<file path="src/rtl/bmr_pkg.sv">
package bmr_pkg;
  typedef enum logic [1:0] {
    SLOT_IDLE = 2'd0,
    SLOT_PEND = 2'd1,
    SLOT_OUT  = 2'd2
  } slot_st_e;

  localparam logic [1:0] RSP_ERR   = 2'd1;
  localparam logic [1:0] RSP_RETRY = 2'd2;
endpackage

</file>
<file path="src/rtl/bmr_slot.sv">
module bmr_slot
  import bmr_pkg::*;
#(
  parameter int AW = 32,
  parameter int DW = 32
) (
  input  logic          clk_i,
  input  logic          rst_ni,
  input  logic          take_i,
  input  logic          issue_i,
  input  logic          rsp_hit_i,
  input  logic          retry_i,
  input  logic          we_i,
  input  logic [1:0]    size_i,
  input  logic [1:0]    prio_i,
  input  logic [AW-1:0] addr_i,
  input  logic [DW-1:0] wdata_i,
  output slot_st_e      st_o,
  output logic          we_o,
  output logic [1:0]    size_o,
  output logic [1:0]    prio_o,
  output logic [AW-1:0] addr_o,
  output logic [DW-1:0] wdata_o
);
  slot_st_e st_q;

  always_ff @(posedge clk_i or negedge rst_ni) begin
    if (!rst_ni) begin
      st_q    <= SLOT_IDLE;
      we_o    <= 1'b0;
      size_o  <= '0;
      prio_o  <= '0;
      addr_o  <= '0;
      wdata_o <= '0;
    end else begin
      unique case (st_q)
        SLOT_IDLE: if (take_i) begin
          st_q    <= SLOT_PEND;
          we_o    <= we_i;
          size_o  <= size_i;
          prio_o  <= prio_i;
          addr_o  <= addr_i;
          wdata_o <= wdata_i;
        end
        SLOT_PEND: if (issue_i) st_q <= SLOT_OUT;
        SLOT_OUT:  if (rsp_hit_i) st_q <= retry_i ? SLOT_PEND : SLOT_IDLE;
        default:   st_q <= SLOT_IDLE;
      endcase
    end
  end

  assign st_o = st_q;
endmodule

</file>
<file path="src/rtl/bmr_arb.sv">
module bmr_arb #(
  parameter int N_SRC = 6,
  localparam int TW = $clog2(N_SRC)
) (
  input  logic [N_SRC-1:0]      pend_i,
  input  logic [N_SRC-1:0][1:0] prio_i,
  input  logic [TW-1:0]         rr_i,
  input  logic                  lock_vld_i,
  input  logic [TW-1:0]         lock_idx_i,
  output logic [TW-1:0]         sel_o,
  output logic                  any_o
);
  logic [1:0] max_p;
  logic       found;

  always_comb begin
    max_p = 2'd0;
    for (int i = 0; i < N_SRC; i++)
      if (pend_i[i] && prio_i[i] > max_p) max_p = prio_i[i];
    found = 1'b0;
    sel_o = '0;
    for (int k = 1; k <= N_SRC; k++) begin
      automatic int j = int'(rr_i) + k;
      if (j >= N_SRC) j = j - N_SRC;
      if (!found && pend_i[j] && prio_i[j] == max_p) begin
        found = 1'b1;
        sel_o = j[TW-1:0];
      end
    end
    if (lock_vld_i) sel_o = lock_idx_i;
  end

  assign any_o = |pend_i;
endmodule

</file>
<file path="src/rtl/bmr_master.sv">
module bmr_master
  import bmr_pkg::*;
#(
  parameter int N_SRC = 6,
  parameter int AW = 32,
  parameter int DW = 32,
  localparam int TW = $clog2(N_SRC)
) (
  input  logic                   clk_i,
  input  logic                   rst_ni,
  input  logic [N_SRC-1:0]       src_valid_i,
  output logic [N_SRC-1:0]       src_ready_o,
  input  logic [N_SRC-1:0]       src_we_i,
  input  logic [N_SRC-1:0][1:0]  src_size_i,
  input  logic [N_SRC-1:0][1:0]  src_prio_i,
  input  logic [N_SRC-1:0][AW-1:0] src_addr_i,
  input  logic [N_SRC-1:0][DW-1:0] src_wdata_i,
  output logic [N_SRC-1:0]       src_rsp_valid_o,
  output logic                   src_rsp_err_o,
  output logic [DW-1:0]          src_rsp_rdata_o,
  output logic                   bus_req_o,
  output logic [1:0]             bus_prio_o,
  input  logic                   bus_gnt_i,
  output logic [AW-1:0]          bus_addr_o,
  output logic                   bus_we_o,
  output logic [1:0]             bus_size_o,
  output logic [DW-1:0]          bus_wdata_o,
  output logic [TW-1:0]          bus_tag_o,
  input  logic                   bus_rsp_valid_i,
  input  logic [TW-1:0]          bus_rsp_tag_i,
  input  logic [1:0]             bus_rsp_code_i,
  input  logic [DW-1:0]          bus_rsp_rdata_i
);
  slot_st_e                  st     [N_SRC];
  logic [N_SRC-1:0]          we_a;
  logic [N_SRC-1:0][1:0]     size_a;
  logic [N_SRC-1:0][1:0]     prio_a;
  logic [N_SRC-1:0][AW-1:0]  addr_a;
  logic [N_SRC-1:0][DW-1:0]  wdata_a;
  logic [N_SRC-1:0]          pend, rsp_hit, retry_hit;
  logic [TW-1:0]             sel, rr_q, lock_idx_q;
  logic                      any_pend, lock_vld_q, hold_q, issue;
  logic                      is_retry;

  assign is_retry = bus_rsp_code_i == RSP_RETRY;

  for (genvar i = 0; i < N_SRC; i++) begin : g_slot
    assign pend[i]      = st[i] == SLOT_PEND;
    assign src_ready_o[i] = st[i] == SLOT_IDLE;
    assign rsp_hit[i]   = bus_rsp_valid_i && bus_rsp_tag_i == TW'(i) && st[i] == SLOT_OUT;
    assign retry_hit[i] = rsp_hit[i] && is_retry;
    assign src_rsp_valid_o[i] = rsp_hit[i] && !is_retry;

    bmr_slot #(.AW(AW), .DW(DW)) u_slot (
      .clk_i    (clk_i),
      .rst_ni   (rst_ni),
      .take_i   (src_valid_i[i]),
      .issue_i  (issue && sel == TW'(i)),
      .rsp_hit_i(rsp_hit[i]),
      .retry_i  (is_retry),
      .we_i     (src_we_i[i]),
      .size_i   (src_size_i[i]),
      .prio_i   (src_prio_i[i]),
      .addr_i   (src_addr_i[i]),
      .wdata_i  (src_wdata_i[i]),
      .st_o     (st[i]),
      .we_o     (we_a[i]),
      .size_o   (size_a[i]),
      .prio_o   (prio_a[i]),
      .addr_o   (addr_a[i]),
      .wdata_o  (wdata_a[i])
    );
  end

  bmr_arb #(.N_SRC(N_SRC)) u_arb (
    .pend_i    (pend),
    .prio_i    (prio_a),
    .rr_i      (rr_q),
    .lock_vld_i(lock_vld_q),
    .lock_idx_i(lock_idx_q),
    .sel_o     (sel),
    .any_o     (any_pend)
  );

  // back off one cycle after a retry unless an address phase is already on the bus
  assign bus_req_o = any_pend && (lock_vld_q || !hold_q);
  assign issue     = bus_req_o && bus_gnt_i;

  always_ff @(posedge clk_i or negedge rst_ni) begin
    if (!rst_ni) begin
      rr_q       <= TW'(N_SRC - 1);
      lock_vld_q <= 1'b0;
      lock_idx_q <= '0;
      hold_q     <= 1'b0;
    end else begin
      hold_q <= |retry_hit;
      if (issue) begin
        rr_q       <= sel;
        lock_vld_q <= 1'b0;
      end else if (bus_req_o) begin
        lock_vld_q <= 1'b1;
        lock_idx_q <= sel;
      end
    end
  end

  assign bus_tag_o       = sel;
  assign bus_addr_o      = addr_a[sel];
  assign bus_we_o        = we_a[sel];
  assign bus_size_o      = size_a[sel];
  assign bus_prio_o      = prio_a[sel];
  assign bus_wdata_o     = wdata_a[sel];
  assign src_rsp_err_o   = bus_rsp_code_i == RSP_ERR;
  assign src_rsp_rdata_o = bus_rsp_rdata_i;
endmodule

</file>
<file path="config.mk">
export PLATFORM = sky130hd
export DESIGN_NAME = bmr_master
export DESIGN_NICKNAME = d
export VERILOG_FILES = /design/src/rtl/bmr_pkg.sv /design/src/rtl/bmr_slot.sv /design/src/rtl/bmr_arb.sv /design/src/rtl/bmr_master.sv
export SDC_FILE = /design/constraint.sdc
export NUM_CORES = 1
export LEC_CHECK = 0
export ABC_AREA = 1
export BUFFER_PORTS_ARGS = -buffer_cell sky130_fd_sc_hd__buf_2
export CORE_AREA = 2 2 226 228
export CTS_CLUSTER_SIZE = 14
export DETAILED_ROUTE_END_ITERATION = 8
export DIE_AREA = 0 0 228 230
export PLACE_DENSITY = 0.78
export SYNTH_ARGS = -nofsm -noshare
export SYNTH_HDL_FRONTEND = slang
export SYNTH_SLANG_ARGS = --single-unit
</file>
<file path="constraint.sdc">
create_clock -name clk_i -period 21.8 [get_ports clk_i]
set_clock_uncertainty 0.15 [all_clocks]
set_input_delay 4.36 -clock clk_i [delete_from_list [all_inputs] [get_ports clk_i]]
set_output_delay 4.36 -clock clk_i [all_outputs]
set_load 0.02 [all_outputs]
</file>
==> impl_metrics.py <==
metrics = {
    "outcome": {
        "outcome": "finished, final reports clean",
    },
    "worst_setup_path": {
        "required_ns": 17.29,
        "critical_path.top_delay_family": "simple AND/OR/NAND/NOR gates",
        "critPathArrivalTime_ns": 10.06,
        "cp_common_cell": "nand2_1",
        "crit_type": "flop to output pin",
        "startpoint_type": "flop",
        "r2r_slack_ns": 12.47,
        "rr_startpoint": "g_slot[0].u_slot.st_o[1]",
        "cpMaxStageDelayCell": "buf_4",
        "crit_fanout": 126,
        "crit_cells": 54,
        "rr_worst_depth": 48,
        "timing.rr.end": "lock_idx_q[0]",
        "endpoint_kind": "output pin",
        "worst-path-buf-inv": 8,
        "slowest_delay_ns": 0.77,
    },
    "clocking": {
        "post-cts-setup-buffers": 0,
        "cts_max_level": 2,
        "cts_resized": 0,
        "cts_buffers": 48,
        "clock-root-buffer": "clkbuf_16",
        "clk_pin_slew_ns": 0.06,
        "clock-sinks": 434,
        "clock_latency_ns": 0.58,
        "holdBufCountCts": 0,
        "cts_tree": "built",
        "clk_path_buf_depth": 3,
    },
    "cells_and_area": {
        "multiInputGateArea_mm2": 0.0111,
        "layout-drive-gt1-share_pct": 25.0,
        "final_cells": 4161,
        "final_nets": 3893,
        "fillers": 4699,
        "seq_area_mm2": 0.0109,
        "area_growth_pct": 19.0,
    },
    "sta": {
        "min_period_ns": 14.57,
        "final.setup.tns_ns": 0,
        "maxSlewViolCount": 0,
        "min_period_over_period_pct": 66.9,
        "hold_viol_final": 0,
        "layout_setup_ws_ns": 7.23,
        "worst_pin_slew_ns": 1.04,
        "slew_headroom_pct": 30.9,
        "final-setup-viol-count": 0,
        "rsz0062_at_grt": "false",
        "holdWs_ns": 0.327,
        "clock.fmax_mhz": 68.6,
    },
    "logic_synthesis": {
        "avgSynthCellArea_um2": 7.69,
        "synthArstFlopShare_pct": 100,
        "ys_seq_area_share_pct": 46.7,
        "syn_inst": 3025,
        "synth_area_mm2": 0.0233,
        "synth_ff_type": "dfrtp_1",
        "postSynthRegisterBits": 434,
        "synth_fp_nets": 3506,
        "ys_warn_count": 0,
        "post_synth_num_cell_types": 48,
        "synth-edff-count": 0,
    },
    "die": {
        "die_h_um": 230,
        "top_level_ports": 579,
        "core_area_mm2": 0.0499,
        "die_w_um": 228,
        "core.rowCount": 82,
        "initial_core_util_pct": 46.6,
        "dieArea_mm2": 0.0524,
    },
    "routing": {
        "routed_wl_um": 81400,
        "ant_nets": 0,
        "wl_per_cell_um": 19.6,
        "drtPass1Iterations": 5,
        "remaining_drc_errors": 0,
        "vias": 22303,
        "drt_iter0_markers": 2080,
        "viasPerCell": 5.36,
    },
    "placement": {
        "place_congestion": 0.941,
        "io_buffers": 514,
        "dp_hpwl_um": 54300,
        "dp_slack_ns": 7.98,
        "dp_cells": 4034,
    },
    "worst_hold_path": {
        "hold_end": "g_slot[2].u_slot.wdata_o[9]",
        "hold-path-cell-count": 2,
        "min-delay-start": "g_slot[2].u_slot.wdata_o[9]",
        "hold_class": "flop to flop",
    },
    "global_routing": {
        "antenna_found_initial": 61,
        "grt_overflow_total": 0,
        "grt_pass1_vias": 21695,
        "grt_usage_pct": 30.7,
        "grt_max_degree": 180,
        "grt_pass1_wl_um": 125000,
    },
    "flow_run": {
        "drv_cap": 0,
    },
}
[worst min-delay path, stage by stage (launching register included)]
cell	delay (ns)
dfrtp_1	0.34
nand2_1	0.05
nand2_1	0.06
[cell families (layout without fill, tap and decap cells)]
group | after synthesis | count (layout) | synth area share (%)
DFF | 434 | 434 | 46.7
other | 0 | 39 | 0
AOI/OAI and AO/OA | 108 | 108 | 2.68
adders and majority gates | 20 | 20 | 1.08
buffers and inverters | 295 | 720 | 5.97
and+or+nand+nor | 1960 | 1960 | 33.5
xor gates and xnor gates | 7 | 7 | 0.296
muxes | 201 | 201 | 9.73
[sequential cells by signal (all words and copies together) (netlist names)]
register	count
g_slot.u_slot.addr_o	192
g_slot.u_slot.prio_o	12
g_slot.u_slot.size_o	12
g_slot.u_slot.st_o	12
g_slot.u_slot.wdata_o	192
g_slot.u_slot.we_o	6
hold_q	1
lock_idx_q	3
lock_vld_q	1
rr_q	3
[metrics by stage]
step / area, um2 / util (%)
final: 27700 / 55.5
after detailed placement: 25900 / 52.0
after CTS: 27600 / 55.3
after global placement: 25900 / 52.0
after global routing: 27700 / 55.5
after floorplan: 23300 / -
[placed cells by master (no fill, tap or decap), types with 3 or more instances in the layout]
cell	n
nand2_1	1598
buf_2	513
dfrtp_1	432
nand3_1	255
mux2_2	201
inv_1	83
nor2_1	63
clkbuf_16	49
o21ai_0	47
diode_2	39
a21oi_1	22
ha_1	20
buf_4	18
clkbuf_8	13
o21ai_1	12
clkbuf_1	11
inv_2	10
clkinv_2	10
nand4_1	9
nand2_4	8
o21ai_2	5
xor2_1	5
o21a_1	4
nor3_1	4
nor2_2	3
or2_2	3
nand2_2	3
a31oi_1	3
o211ai_1	3
bufinv_16	3
[synthesized netlist by cell type, types with 20 or more instances]
master / count / area [um2]
clkbuf_1: 96 / 360
mux2_2: 201 / 2260
nand3_1: 255 / 1280
buf_2: 39 / 195
o21ai_0: 47 / 235
dfrtp_1: 432 / 10800
nand2_1: 1606 / 6030
buf_4: 52 / 390
nor2_1: 63 / 236
inv_1: 83 / 312
ha_1: 20 / 250
a21oi_1: 22 / 110
[layer usage]
layer / vias to the layer above / global-route usage, % / wire (um) / share of wire [%]
li1: 10334 / - / - / -
met4: 44 / 15.2 / 3650 / 4.5
met3: 248 / 7.22 / 7580 / 9.3
met5: - / 0 / 288 / 0.35
met1: 10575 / 39.0 / 31700 / 39
met2: 1102 / 49.4 / 38200 / 47
[final cells by class]
type	instances	area share, %
timing repair buffer	534	9.97
inverter	98	1.34
sequential	434	39.3
clock inverter	15	0.705
tap	672	3.04
clock buffer	73	5.23
multi-input combinational	2296	40.1
antenna	39	0.353
[worst max-delay path by stage]
stage	slack, ns	start	end
finish	7.23	g_slot[0].u_slot.st_o[1]	bus_addr_o[8]
global route	6.25	g_slot[0].u_slot.st_o[1]	bus_addr_o[17]
floorplan	10.93	g_slot[0].u_slot.st_o[1]	bus_addr_o[24]
global placement	8.28	g_slot[0].u_slot.st_o[1]	bus_addr_o[8]
CTS	7.34	g_slot[0].u_slot.st_o[1]	bus_addr_o[17]
detailed placement	7.98	g_slot[0].u_slot.st_o[1]	bus_addr_o[17]
Power is not shown: default switching activity piles up to over one toggle a cycle in this logic, so the estimate is an artifact.
